===== config.mk =====
export PLATFORM = sky130hd
export DESIGN_NAME = pwl_gamma
export DESIGN_NICKNAME = d
export VERILOG_FILES = /design/src/rtl/pwl_gamma_pkg.sv /design/src/rtl/pwl_gamma_knees.sv /design/src/rtl/pwl_gamma_ctrl.sv /design/src/rtl/pwl_gamma_dp.sv /design/src/rtl/pwl_gamma.sv
export SDC_FILE = /design/constraint.sdc
export NUM_CORES = 1
export LEC_CHECK = 0
export CAP_MARGIN = 10
export CORE_MARGIN = 2
export CORE_UTILIZATION = 46
export DETAILED_ROUTE_END_ITERATION = 12
export GPL_ROUTABILITY_DRIVEN = 0
export PLACE_DENSITY = 0.75
export SYNTH_ARGS = -nofsm -noshare
export SYNTH_HDL_FRONTEND = slang
export SYNTH_SLANG_ARGS = --single-unit

===== constraint.sdc =====
create_clock -name clk -period 14.8 [get_ports clk]
set_input_delay 3.7 -clock clk [delete_from_list [all_inputs] [get_ports clk]]
set_output_delay 3.7 -clock clk [all_outputs]
set_load 0.01 [all_outputs]

===== src/rtl/pwl_gamma_pkg.sv =====
package pwl_gamma_pkg;

  // Per-cycle enables from the control side to the datapath registers.
  typedef struct packed {
    logic loadStage1;
    logic loadStage2;
  } pwl_strobe_t;

endpackage


===== src/rtl/pwl_gamma_knees.sv =====
module pwl_gamma_knees #(
  parameter int DATA_W    = 10,
  parameter int NUM_KNEES = 8,
  parameter int LO_W      = 8
) (
  input  logic [NUM_KNEES*LO_W-1:0]                       kneeLo,
  input  logic [NUM_KNEES/(8/(DATA_W-LO_W))*8-1:0]        kneeHi,
  output logic [NUM_KNEES-1:0][DATA_W-1:0]                kneeVal
);
  localparam int HI_W     = DATA_W - LO_W;
  localparam int PER_BYTE = 8 / HI_W;

  // Each knee joins its own low byte with a slice of a shared high byte.
  // The first knee of a group sits in the top bits of that byte.
  for (genvar j = 0; j < NUM_KNEES; j++) begin : g_knee
    localparam int GRP = j / PER_BYTE;
    localparam int POS = j % PER_BYTE;
    assign kneeVal[j] = {kneeHi[GRP*8 + (PER_BYTE-1-POS)*HI_W +: HI_W],
                         kneeLo[j*LO_W +: LO_W]};
  end

endmodule


===== src/rtl/pwl_gamma_ctrl.sv =====
module pwl_gamma_ctrl
  import pwl_gamma_pkg::*;
(
  input  logic        clk,
  input  logic        rstN,
  input  logic        inValid,
  output pwl_strobe_t strobe,
  output logic        outValid
);
  logic stage1Valid;
  logic stage2Valid;

  always_ff @(posedge clk or negedge rstN) begin
    if (!rstN) begin
      stage1Valid <= 1'b0;
      stage2Valid <= 1'b0;
    end else begin
      stage1Valid <= inValid;
      stage2Valid <= stage1Valid;
    end
  end

  // Registers only move for real samples, so idle cycles hold the output.
  always_comb begin
    strobe.loadStage1 = inValid;
    strobe.loadStage2 = stage1Valid;
  end

  assign outValid = stage2Valid;

endmodule


===== src/rtl/pwl_gamma_dp.sv =====
module pwl_gamma_dp
  import pwl_gamma_pkg::*;
#(
  parameter int DATA_W     = 10,
  parameter int NUM_KNEES  = 8,
  parameter int FIRST_LOG2 = 3
) (
  input  logic                             clk,
  input  logic                             rstN,
  input  pwl_strobe_t                      strobe,
  input  logic [DATA_W-1:0]                inSample,
  input  logic [NUM_KNEES-1:0][DATA_W-1:0] kneeVal,
  output logic [DATA_W-1:0]                outSample
);
  localparam int SEG_W   = $clog2(NUM_KNEES);
  localparam int SHIFT_W = $clog2(DATA_W + 1);
  localparam int OFF_W   = DATA_W - 1;
  localparam int DIFF_W  = DATA_W + 1;
  localparam int PROD_W  = DIFF_W + OFF_W + 1;
  localparam int SUM_W   = PROD_W + 1;
  localparam logic [DATA_W-1:0] MAX_OUT = '1;

  // ---------------- stage 1: segment selection ----------------
  logic [SEG_W-1:0]         segIdx;
  logic [SEG_W-1:0]         lowIdx;
  logic [DATA_W-1:0]        lowerK;
  logic [DATA_W-1:0]        upperK;
  logic [SHIFT_W-1:0]       shiftC;
  logic [DATA_W-1:0]        baseC;
  logic [DATA_W-1:0]        offFull;
  logic                     topHit;
  logic [DATA_W-1:0]        lowerC;
  logic signed [DIFF_W-1:0] diffC;

  // Highest set bit at or above FIRST_LOG2 picks the segment; 0 means below the first knee.
  always_comb begin
    segIdx = '0;
    for (int b = FIRST_LOG2; b < DATA_W; b++) begin
      if (inSample[b]) segIdx = SEG_W'(b - FIRST_LOG2 + 1);
    end
  end

  assign lowIdx = segIdx - 1'b1;
  assign lowerK = (segIdx == '0) ? '0 : kneeVal[lowIdx];
  assign upperK = kneeVal[segIdx];
  assign shiftC = (segIdx == '0) ? SHIFT_W'(FIRST_LOG2)
                                 : SHIFT_W'(segIdx) + SHIFT_W'(FIRST_LOG2 - 1);
  assign baseC  = (segIdx == '0) ? '0 : (DATA_W'(1) << shiftC);
  assign offFull = inSample - baseC;
  assign topHit = &inSample;

  // The last code lands on the top knee itself: zero slope from that knee.
  always_comb begin
    if (topHit) begin
      lowerC = kneeVal[NUM_KNEES-1];
      diffC  = '0;
    end else begin
      lowerC = lowerK;
      diffC  = $signed({1'b0, upperK}) - $signed({1'b0, lowerK});
    end
  end

  logic [DATA_W-1:0]        s1Lower;
  logic signed [DIFF_W-1:0] s1Diff;
  logic [OFF_W-1:0]         s1Off;
  logic [SHIFT_W-1:0]       s1Shift;

  always_ff @(posedge clk or negedge rstN) begin
    if (!rstN) begin
      s1Lower <= '0;
      s1Diff  <= '0;
      s1Off   <= '0;
      s1Shift <= '0;
    end else if (strobe.loadStage1) begin
      s1Lower <= lowerC;
      s1Diff  <= diffC;
      s1Off   <= offFull[OFF_W-1:0];
      s1Shift <= shiftC;
    end
  end

  // ---------------- stage 2: interpolate and clamp ----------------
  logic signed [PROD_W-1:0] prod;
  logic signed [PROD_W-1:0] scaled;
  logic signed [SUM_W-1:0]  sum;
  logic [DATA_W-1:0]        clamped;

  assign prod   = s1Diff * $signed({1'b0, s1Off});
  assign scaled = prod >>> s1Shift;
  assign sum    = $signed({{(SUM_W-DATA_W){1'b0}}, s1Lower}) + SUM_W'(scaled);

  always_comb begin
    if (sum < 0)
      clamped = '0;
    else if (sum > $signed({{(SUM_W-DATA_W){1'b0}}, MAX_OUT}))
      clamped = MAX_OUT;
    else
      clamped = sum[DATA_W-1:0];
  end

  always_ff @(posedge clk or negedge rstN) begin
    if (!rstN)
      outSample <= '0;
    else if (strobe.loadStage2)
      outSample <= clamped;
  end

endmodule


===== src/rtl/pwl_gamma.sv =====
module pwl_gamma
  import pwl_gamma_pkg::*;
#(
  parameter int DATA_W     = 10,
  parameter int NUM_KNEES  = 8,
  parameter int LO_W       = 8,
  parameter int FIRST_LOG2 = 3
) (
  input  logic                                        clk,
  input  logic                                        rstN,
  input  logic                                        inValid,
  input  logic [DATA_W-1:0]                           inSample,
  input  logic [NUM_KNEES*LO_W-1:0]                   kneeLo,
  input  logic [NUM_KNEES/(8/(DATA_W-LO_W))*8-1:0]    kneeHi,
  output logic                                        outValid,
  output logic [DATA_W-1:0]                           outSample
);
  pwl_strobe_t                      strobe;
  logic [NUM_KNEES-1:0][DATA_W-1:0] kneeVal;

  pwl_gamma_knees #(.DATA_W(DATA_W), .NUM_KNEES(NUM_KNEES), .LO_W(LO_W)) u_knees (
    .kneeLo (kneeLo),
    .kneeHi (kneeHi),
    .kneeVal(kneeVal)
  );

  pwl_gamma_ctrl u_ctrl (
    .clk     (clk),
    .rstN    (rstN),
    .inValid (inValid),
    .strobe  (strobe),
    .outValid(outValid)
  );

  pwl_gamma_dp #(.DATA_W(DATA_W), .NUM_KNEES(NUM_KNEES), .FIRST_LOG2(FIRST_LOG2)) u_dp (
    .clk      (clk),
    .rstN     (rstN),
    .strobe   (strobe),
    .inSample (inSample),
    .kneeVal  (kneeVal),
    .outSample(outSample)
  );

endmodule


### Word level (Yosys, flattened, before mapping)

Index checks and enable logic that the tools add are counted.

| storage, ports and cells | value |
|---|---|
| logic and storage cells | 39 |
| flip-flop bits (word level) | 46 |
| bits in read-only memories | 0 |
| bits in latches | 0 |
| input bits | 93 |
| RAM bits | 0 |
| memories kept | 0 |

| operators by class | value |
|---|---|
| muxes and demuxes | 18 |
| add/sub/neg operators | 5 |
| shift operators | 2 |
| reductions and logical operators | 2 |
| bitwise operators | 0 |
| div/mod/pow operators | 0 |
| $lt $le $gt $ge | 4 |
| equality and inequality tests | 0 |
| multiply operators | 1 |

Operators by type and width:

| kind | count |
|---|---|
| $bmux W10 S3 | 2 |
| $mux W10 | 6 |
| $add A11 B21 Y22 | 1 |
| $gt A22 B11 Y1 const B | 1 |
| $lt A22 B1 Y1 const B | 1 |
| $mul A11 B10 Y21 | 1 |
| $sshr A21 B4 Y21 | 1 |
| $mux W3 | 6 |
| $mux W11 | 1 |
| $sub A10 B10 Y11 | 1 |
| $reduce_and A10 Y1 | 1 |
| $mux W9 | 1 |
| $shl A1 B4 Y9 const A | 1 |
| $sub A9 B9 Y9 | 1 |
| $lt A3 B4 Y1 const B | 2 |
| $add A3 B2 Y4 const B | 1 |
| $mux W4 | 1 |
| $logic_not A3 Y1 | 1 |
| $sub A3 B1 Y3 const B | 1 |
| $mux W1 | 1 |

### Depth between registers and ports, before layout

Gate-level depths: netlist (run 1).

| depth | value |
|---|---|
| depth in word-level cells | 13 |
| mapped depth | 36 |
| mapped depth without buffers | 35 |

### Modules after synthesis

A second synthesis (run 1) with hierarchy kept.

| unflattened totals | value |
|---|---|
| cells, all modules | 1251 |
| area, all modules | 10690.3 um2 |

Modules (own cells, without submodules):

| module | area each (um2) | seq. area each (um2) | times used | cells each |
|---|---|---|---|---|
| pwl_gamma_dp | 10024.6 | 1101.1 | 1 | 1167 |
| pwl_gamma_knees | 600.6 | 0.0 | 1 | 80 |
| pwl_gamma_ctrl | 65.1 | 50.0 | 1 | 4 |

### Worst setup path before layout (run 1)

OpenSTA, ideal clock, no wires.

| path | value |
|---|---|
| path kind | in2reg |
| from | input inSample[4] |
| to | register u_dp.s1Diff[9] |
| buffers on the path | 6 |
| arrival | 8767 ps |
| stages | 31 |
| library setup time | 132 ps |
| path slack | 5901 ps |
| cell sequence | inv_1 > a21oi_1 > nor2_1 > nor2_1 > nor2_1 > or2_2 > clkbuf_1 > clkinv_1 > buf_2 > buf_2 > buf_1 > ha_1 > ha_1 > buf_1 > buf_1 > mux2i_1 > nor2_1 > inv_1 > ha_1 > nor2b_1 > o21ai_0 > nand2b_1 > and2_1 > o21ai_0 > nand2b_1 > a21o_1 > a21o_1 > a21o_1 > a21oi_1 > xor2_1 > o22ai_1 |

| between the ends | value |
|---|---|
| cells in the longest elaborated chain, start to end | 12 |
| elaborated cells on any way between the ends | 16 |
| classes of those cells | add/sub (2); mux (12); reduce/logical (2) |

Ends and longest elaborated chain:

| what | RTL line | RTL |
|---|---|---|
| start, declared | pwl_gamma.sv:12 | `input logic [DATA_W-1:0] inSample,` |
| $mux W3 (6 in series) | pwl_gamma_dp.sv:39 | `if (inSample[b]) segIdx = SEG_W'(b - FIRST_LOG2 + 1);` |
| $sub A3 B1 Y3 | pwl_gamma_dp.sv:43 | `assign lowIdx = segIdx - 1'b1;` |
| $bmux W10 S3 | pwl_gamma_dp.sv:44 | `assign lowerK = (segIdx == '0) ? '0 : kneeVal[lowIdx];` |
| $mux W10 (not written as such) | pwl_gamma_dp.sv:44 |  |
| $mux W10 | pwl_gamma_dp.sv:44 |  |
| $sub A10 B10 Y11 | pwl_gamma_dp.sv:59 | `diffC = $signed({1'b0, upperK}) - $signed({1'b0, lowerK});` |
| $mux W11 * | pwl_gamma_dp.sv:54 | `if (topHit) begin` |
| end signal, assigned | pwl_gamma_dp.sv:76 | `s1Diff <= diffC;` |
| end, declared | pwl_gamma_dp.sv:64 | `logic signed [DIFF_W-1:0] s1Diff;` |

Every way passes the cells marked *; elsewhere a longest branch is shown, timed or not. The select of a mux whose other input is x is not followed.
A chain may end at the register's enable or synchronous reset.

### Worst setup path in the final report (run 1)

| path | value |
|---|---|
| from | register u_dp.s1Off[5] |
| to | register u_dp.outSample[2] |

| between the ends | value |
|---|---|
| cells in the longest elaborated chain, start to end | 6 |
| elaborated cells on any way between the ends | 7 |
| classes of those cells | add/sub (1); mul (1); order compare (2); shift (1); mux (2) |

Ends and longest elaborated chain:

| what | RTL line | RTL |
|---|---|---|
| start, declared | pwl_gamma_dp.sv:65 | `logic [OFF_W-1:0] s1Off;` |
| start signal, assigned | pwl_gamma_dp.sv:77 | `s1Off <= offFull[OFF_W-1:0];` |
| $mul A11 B10 Y21 * | pwl_gamma_dp.sv:88 | `assign prod = s1Diff * $signed({1'b0, s1Off});` |
| $sshr A21 B4 Y21 * | pwl_gamma_dp.sv:89 | `assign scaled = prod >>> s1Shift;` |
| $add A11 B21 Y22 * | pwl_gamma_dp.sv:90 | `assign sum = $signed({{(SUM_W-DATA_W){1'b0}}, s1Lower}) + SUM_W'(scaled);` |
| $gt A22 B11 Y1 | pwl_gamma_dp.sv:95 | `else if (sum > $signed({{(SUM_W-DATA_W){1'b0}}, MAX_OUT}))` |
| $mux W10 | pwl_gamma_dp.sv:95 |  |
| $mux W10 * | pwl_gamma_dp.sv:93 | `if (sum < 0)` |
| end signal, assigned | pwl_gamma_dp.sv:105 | `outSample <= clamped;` |
| end, declared | pwl_gamma_dp.sv:13 | `output logic [DATA_W-1:0] outSample` |

Every way passes the cells marked *; elsewhere a longest branch is shown, timed or not.

==> run metrics, run 1 <==
startpoint class of the critical path register; final WL 24700 µm; RSZ-0062 raised after global routing no; Mapped Nets 1411; total CTS buffers 5; endpoints failing hold 0; area of the die 23100 µm²; Port-buffer cells 103; Crit. End Element register; Antenna Cells 0; status complete, no violations; worst-margin pin slew 0.971 ns; post-synthesis cell area 10100 µm²; initial antenna violation count 1; router iterations before antenna repair 5; CTS tree done; initial core utilization 46.6%; worst-path maximum fanout 12; number of synthesized register bits 46; I/O pin cnt 104; H-tree levels 2; HP Class register to register; pin count of the biggest net entering global routing 54; Worst path slowest cell fa_1; crit share post-route 63.3%; count of cell types in the netlist 84; first-pass GRT wire length 41800 µm; min cycle time layout 9.37 ns; Fin Clk Skew 0.00736 ns; post-synth top area share 17.9%; antenna viol nets, final 0; grt ovf 0; Via Count 8568; maximum clock frequency 0.107 GHz; most frequently used flop master after synthesis dfrtp_1; crit path kind register to register; hpwl dp 20500 µm; Setup TNS Final 0 ns; Die Height 152 µm; site row count 54; Required @ worst endpoint 14.99 ns; Yosys Warn Count 0; ranking of synthesized cells by area fa_1 18%, dfrtp_1 11%, ha_1 10%; Avg Inst Size Synth 8.78 µm²; vias in the first global route 8661; MaxCap Viol Count 0; EDFF count, synth 0; DRC 0; cts hold-fix bufs 0; CP max stage delay 0.59 ns; Tot GR Track Use 21.4%; Die Wd 152 µm; PostCTS Resize Cnt 0; Skew-Pair Late Insertion Delay 0.30 ns; Seq/Total Area, Yosys 11.4%; post-synth top area cell fa_1; Crit path arrival time 9.55 ns; Max clock buf depth 2; CTS clk-pin slew, worst paths 0.07 ns; Mapped Cells 1147; Initial DRC Count 724; Filler cells 1972; most frequent CP cell fa_1; Slew headroom 35.3%; Max Slew Vio Count 0; routed len/inst 16.7 µm; ratio of cells with drive above 1 in the final layout 9.17%; Root Driver clkbuf_16; clk sinks 46; post-CTS setup repair buffer count 0; setup violators final 0; fin nets 1462; Area Growth Syn to Fin 13.2%; Synth async-reset ratio 100%; post-DR vias/cell 5.79; Core ar. 21600 µm²
## final cells by class
type                            count  area (µm²)  share of cell area (%)
Multi-Input combinational cell    907        8190                    71.9
Inverter                          129         484                    4.25
Timing Repair Buffer              109        1070                    9.36
Sequential cell                    46        1150                    10.1
Clock inverter                      3        28.8                   0.253
Tap cell                          280         350                    3.07
Clock buffer                        5         125                    1.10
## per-stage QoR
step	std cells	setup WS (ns)	utilization, %	area (µm²)	hold slack (ns)
3_5_place_dp	1471	5.52	52.0	11200	0.538
3_3_place_gp	1471	5.70	52.0	11200	0.526
6_report	1479	5.43	52.7	11400	0.552
2_1_floorplan	1147	5.90	-	10100	0.416
4_1_cts	1479	5.48	52.7	11400	0.559
5_1_grt	1479	4.70	52.7	11400	0.563
## critical path: cells and delay by family, from the launching register on
family | cells | cell delay (ns)
compound gates | 8 | 2.38
flops | 1 | 0.55
simple gates | 9 | 1.97
buf+inv | 4 | 0.30
mux | 1 | 0.58
fa+ha+maj | 7 | 3.49
## synth_stat cells, drive strengths merged (4+ instances only)
cell / count
and3: 9
o21ai: 47
fa: 90
inv: 126
a21o: 33
o21a: 6
o31ai: 7
or2: 5
a22o: 4
nor2b: 6
mux4: 43
nand4: 8
nand2b: 16
mux2: 20
mux2i: 16
a211oi: 12
o22ai: 7
nor3b: 4
nor4: 5
nor3: 21
clkbuf: 50
a21oi: 69
a31oi: 5
or3: 7
xor2: 13
dfrtp: 46
nand2: 110
o211a: 6
o211ai: 13
nor2: 80
and2: 57
nand3: 22
o221a: 10
ha: 81
xnor2: 29
buf: 15
## flip-flops by register name, summed over array words and instances, names as in the netlist
name                flops
u_dp.s1Off              9
u_ctrl.outValid         1
u_dp.s1Diff            11
u_dp.s1Lower           10
u_ctrl.stage1Valid      1
u_dp.outSample         10
u_dp.s1Shift            4
## logic make-up after synthesis
kind of cell,count (synthesis),share of synthesized area [%]
AOI/OAI and AO/OA,259,18.5
xor gates and xnor gates,42,3.73
adders and majority gates,171,28.0
buffers and inverters,194,7.43
DFF,46,11.4
muxes,79,13.4
and+or+nand+nor,356,17.5
## path summary, 6_finish.rpt
| path | to | start | slack [ns] | cells after the start |
|---|---|---|---|---|
| max in group asynchronous | u_dp.s1Diff[3] | rstN | 10.91 | 2 |
| min reg2reg | u_dp.s1Lower[0] | u_dp.s1Lower[0] | 0.55 | 2 |
| max | u_dp.outSample[2] | u_dp.s1Off[5] | 5.43 | 29 |
| min | u_dp.s1Lower[0] | u_dp.s1Lower[0] | 0.55 | 2 |
| max reg2reg | u_dp.outSample[2] | u_dp.s1Off[5] | 5.43 | 29 |
| min in group asynchronous | u_dp.outSample[7] | rstN | 3.47 | 2 |
## metal layers
metal,vias to the layer above,share of wire (%),global-route usage [%]
li1,4131,-,-
met1,4117,43,28.3
met2,292,50,37.8
met3,28,5.6,2.11
met4,0,1.5,5.30
met5,-,0,0
## layout by cell type, fill, tap and decap left out, types with 4 or more instances in the layout
cell type,synthesis,routed
nand4_1,8,8
nand3_1,21,21
o21ai_0,39,39
fa_1,90,90
a211oi_1,12,12
or3_1,6,6
nor3_1,21,20
nand2b_1,16,16
buf_4,3,6
o21ai_1,5,5
a22o_1,4,4
clkdlybuf4s50_1,0,101
mux4_2,43,43
nor2b_1,6,6
o22ai_1,7,7
ha_1,81,81
mux2i_1,16,16
a21o_1,33,33
o21a_1,6,6
and2_1,57,57
xor2_1,12,12
inv_1,125,125
mux2_2,20,20
o211ai_1,10,10
nor4_1,4,4
o31ai_1,6,5
a31oi_1,5,5
a21oi_1,69,69
clkbuf_16,0,5
o211a_1,6,6
nor2_1,80,80
dfrtp_1,46,46
nand2_1,108,108
o221a_1,10,10
and3_1,7,7
or2_2,5,5
xnor2_1,29,29
Power of run 1 is not shown: default switching activity piles up to over one toggle a cycle in this logic, so the estimate is an artifact.
==> inputs of run 2 (changes only) <==
--- a/config.mk
+++ b/config.mk
@@ -10,7 +10,7 @@
 export CORE_UTILIZATION = 46
 export DETAILED_ROUTE_END_ITERATION = 12
 export GPL_ROUTABILITY_DRIVEN = 0
-export PLACE_DENSITY = 0.75
+export PLACE_DENSITY = 0.77
 export SYNTH_ARGS = -nofsm -noshare
 export SYNTH_HDL_FRONTEND = slang
 export SYNTH_SLANG_ARGS = --single-unit
==> constraint.sdc (replaced) <==
create_clock -name clk -period 7.6 [get_ports clk]
set_input_delay 1.9 -clock clk [delete_from_list [all_inputs] [get_ports clk]]
set_output_delay 1.9 -clock clk [all_outputs]
set_load 0.01 [all_outputs]
==> run metrics, run 2 (same netlist as run 1, synthesis figures left out) <==
status finished, violations left (was complete, no violations); failing checks setup timing; commonest cells after routing, fill and taps aside 171 x buf_4, 120 x inv_1, 104 x nand2_1 (was 125 x inv_1, 108 x nand2_1, 101 x clkdlybuf4s50_1); Crit path arrival time 8.44 ns (was 9.55 ns); Filler cells 1697 (was 1972); met3 wire length 1780 µm (was 1390 µm); first-pass GRT wire length 48400 µm (was 41800 µm); Top Registers u_dp.s1Diff x11, u_dp.outSample x10, u_dp.s1Lower x10 (unchanged); Required @ worst endpoint 7.80 ns (was 14.99 ns); router iterations before antenna repair 6 (was 5); routed len/inst 17.8 µm (was 16.7 µm); Tot GR Track Use 25.0% (was 21.4%); PnR worst setup slack -0.647 ns (was 5.43 ns); CTS clk-pin slew, worst paths 0.07 ns (about the same); maximum clock frequency 0.121 GHz (was 0.107 GHz); Antenna Cells 0 (unchanged); final WL 29400 µm (was 24700 µm); RSZ-0062 raised after global routing yes (was no); reg2reg path depth 31 (was 29); antenna viol nets, final 0 (unchanged); DRT met1 WL 11800 µm (was 10700 µm); cts hold-fix bufs 0 (unchanged); worst-path maximum fanout 8 (was 12); Area Growth Syn to Fin 32.4% (was 13.2%); pre-CTS WS -0.770 ns (was 5.52 ns); Max Slew Vio Count 0 (unchanged); H-tree levels 2 (unchanged); CTS tree done (unchanged); ratio of cells with drive above 1 in the final layout 27.7% (was 9.17%); Max clock buf depth 2 (unchanged); CP max stage delay 0.52 ns (was 0.59 ns); Die Height 152 µm (unchanged); min cycle time layout 8.25 ns (was 9.37 ns); HP Class register to register (unchanged); crit share post-route 109% (was 63.3%); clk sinks 46 (unchanged); Port-buffer cells 103 (unchanged); met2 routed WL 14700 µm (was 12300 µm); Largest register FFs 11 (unchanged); Via Count 9645 (was 8568); startpoint class of the critical path register (unchanged); endpoints failing hold 0 (unchanged); vias in the first global route 9897 (was 8661); initial core utilization 46.6% (unchanged); area of the die 23100 µm² (unchanged); total CTS buffers 5 (unchanged); Initial DRC Count 827 (was 724); placed cell count 1620 (was 1471); Fin Clk Skew 0.00942 ns (was 0.00736 ns); Worst path slowest cell fa_1 (unchanged); Skew-Pair Late Insertion Delay 0.30 ns (about the same); commonest non-fill, non-tap cell in the layout buf_4 (was inv_1); crit path kind register to register (unchanged); grt ovf 0 (unchanged); cell count of the worst hold path 1 (was 2); pin count of the biggest net entering global routing 54 (unchanged); Die Wd 152 µm (unchanged); hpwl dp 23200 µm (was 20500 µm); Top Metal Used met4 (unchanged); I/O pin cnt 104 (unchanged); Slew headroom 29.7% (was 35.3%); fin nets 1634 (was 1462); setup violators final 10 (was 0); Core ar. 21600 µm² (unchanged); worst-margin pin slew 1.05 ns (was 0.971 ns); most frequent CP cell fa_1 (unchanged); Crit. End Element register (unchanged); DRC 0 (unchanged); site row count 54 (unchanged); post-DR vias/cell 5.84 (was 5.79); initial antenna violation count 0 (was 1); MaxCap Viol Count 0 (unchanged); Top reg by flops u_dp.s1Diff (unchanged); final non-filler cell total 1651 (was 1479); Root Driver clkbuf_16 (unchanged)
==> run 2: cell types whose count changed in the layout (fill, tap and decap cells not counted), moves of 7 or more <==
cell,delta
dfrtp_1,-11
o21ai_0,-7
dfrtp_2,+11
ha_1,-14
ha_4,+11
a21oi_1,-12
a21oi_2,+8
buf_4,+165
==> run 2: stage by stage <==
stage | util (%) | area (µm²) | TNS [ns] | hold slack (ns)
floorplan | - | 10300 | -2.69 | 0.416
global placement | 57.8 | 12500 | -6.06 | 0.519
detailed placement | 57.8 | 12500 | -7.64 | 0.529
CTS | 60.4 | 13100 | -5.05 | 0.554
global route | 61.6 | 13300 | -9.61 | 0.572
finish | 61.6 | 13300 | -6.31 | 0.557
==> run 2: cell type report <==
| class | instances | area [µm²] | share of cell area, % |
|---|---|---|---|
| inverters | 129 | 484 | 3.63 |
| clock inverters | 3 | 28.8 | 0.216 |
| well taps | 280 | 350 | 2.63 |
| clock buffers | 5 | 125 | 0.939 |
| multi-input cells | 908 | 8790 | 66.0 |
| flip-flops and latches | 46 | 1160 | 8.74 |
| repair buffers | 280 | 2380 | 17.9 |
==> run 2: metal layers <==
metal / vias up / global-route usage [%]
met5: - / 0
met4: 0 / 10.2
met3: 73 / 2.60
met2: 416 / 44.8
met1: 4686 / 30.9
li1: 4470 / -
==> run 2: worst max-delay path: cells and delay by family (launching register included) <==
| kind | cells | cell delay (ns) |
|---|---|---|
| and+or+nand+nor | 7 | 1.60 |
| buffers and inverters | 6 | 0.56 |
| DFF | 1 | 0.47 |
| AOI/OAI and AO/OA | 10 | 1.99 |
| adders and majority gates | 7 | 2.99 |
| muxes | 1 | 0.51 |
==> run 2: final timing paths <==
check | from | endpoint | slack (ns)
max | u_dp.s1Diff[10] | u_dp.outSample[8] | -0.65
min | u_dp.outSample[6] | u_dp.outSample[6] | 0.56
max reg2reg | u_dp.s1Diff[10] | u_dp.outSample[8] | -0.65
max in group asynchronous | rstN | u_dp.s1Diff[8] | 5.12
min in group asynchronous | rstN | u_ctrl.outValid | 1.76
min reg2reg | u_dp.outSample[6] | u_dp.outSample[6] | 0.56
==> run 2: what timing repair did <==
action	CTS	global route
gates resized for setup	50	48
endpoints found under the setup margin	10	10
endpoints found under the hold margin	0	0
gates cloned	1	0
setup buffers	15	7
pin swaps	27	48
Power of run 2 is left out for the same reason.
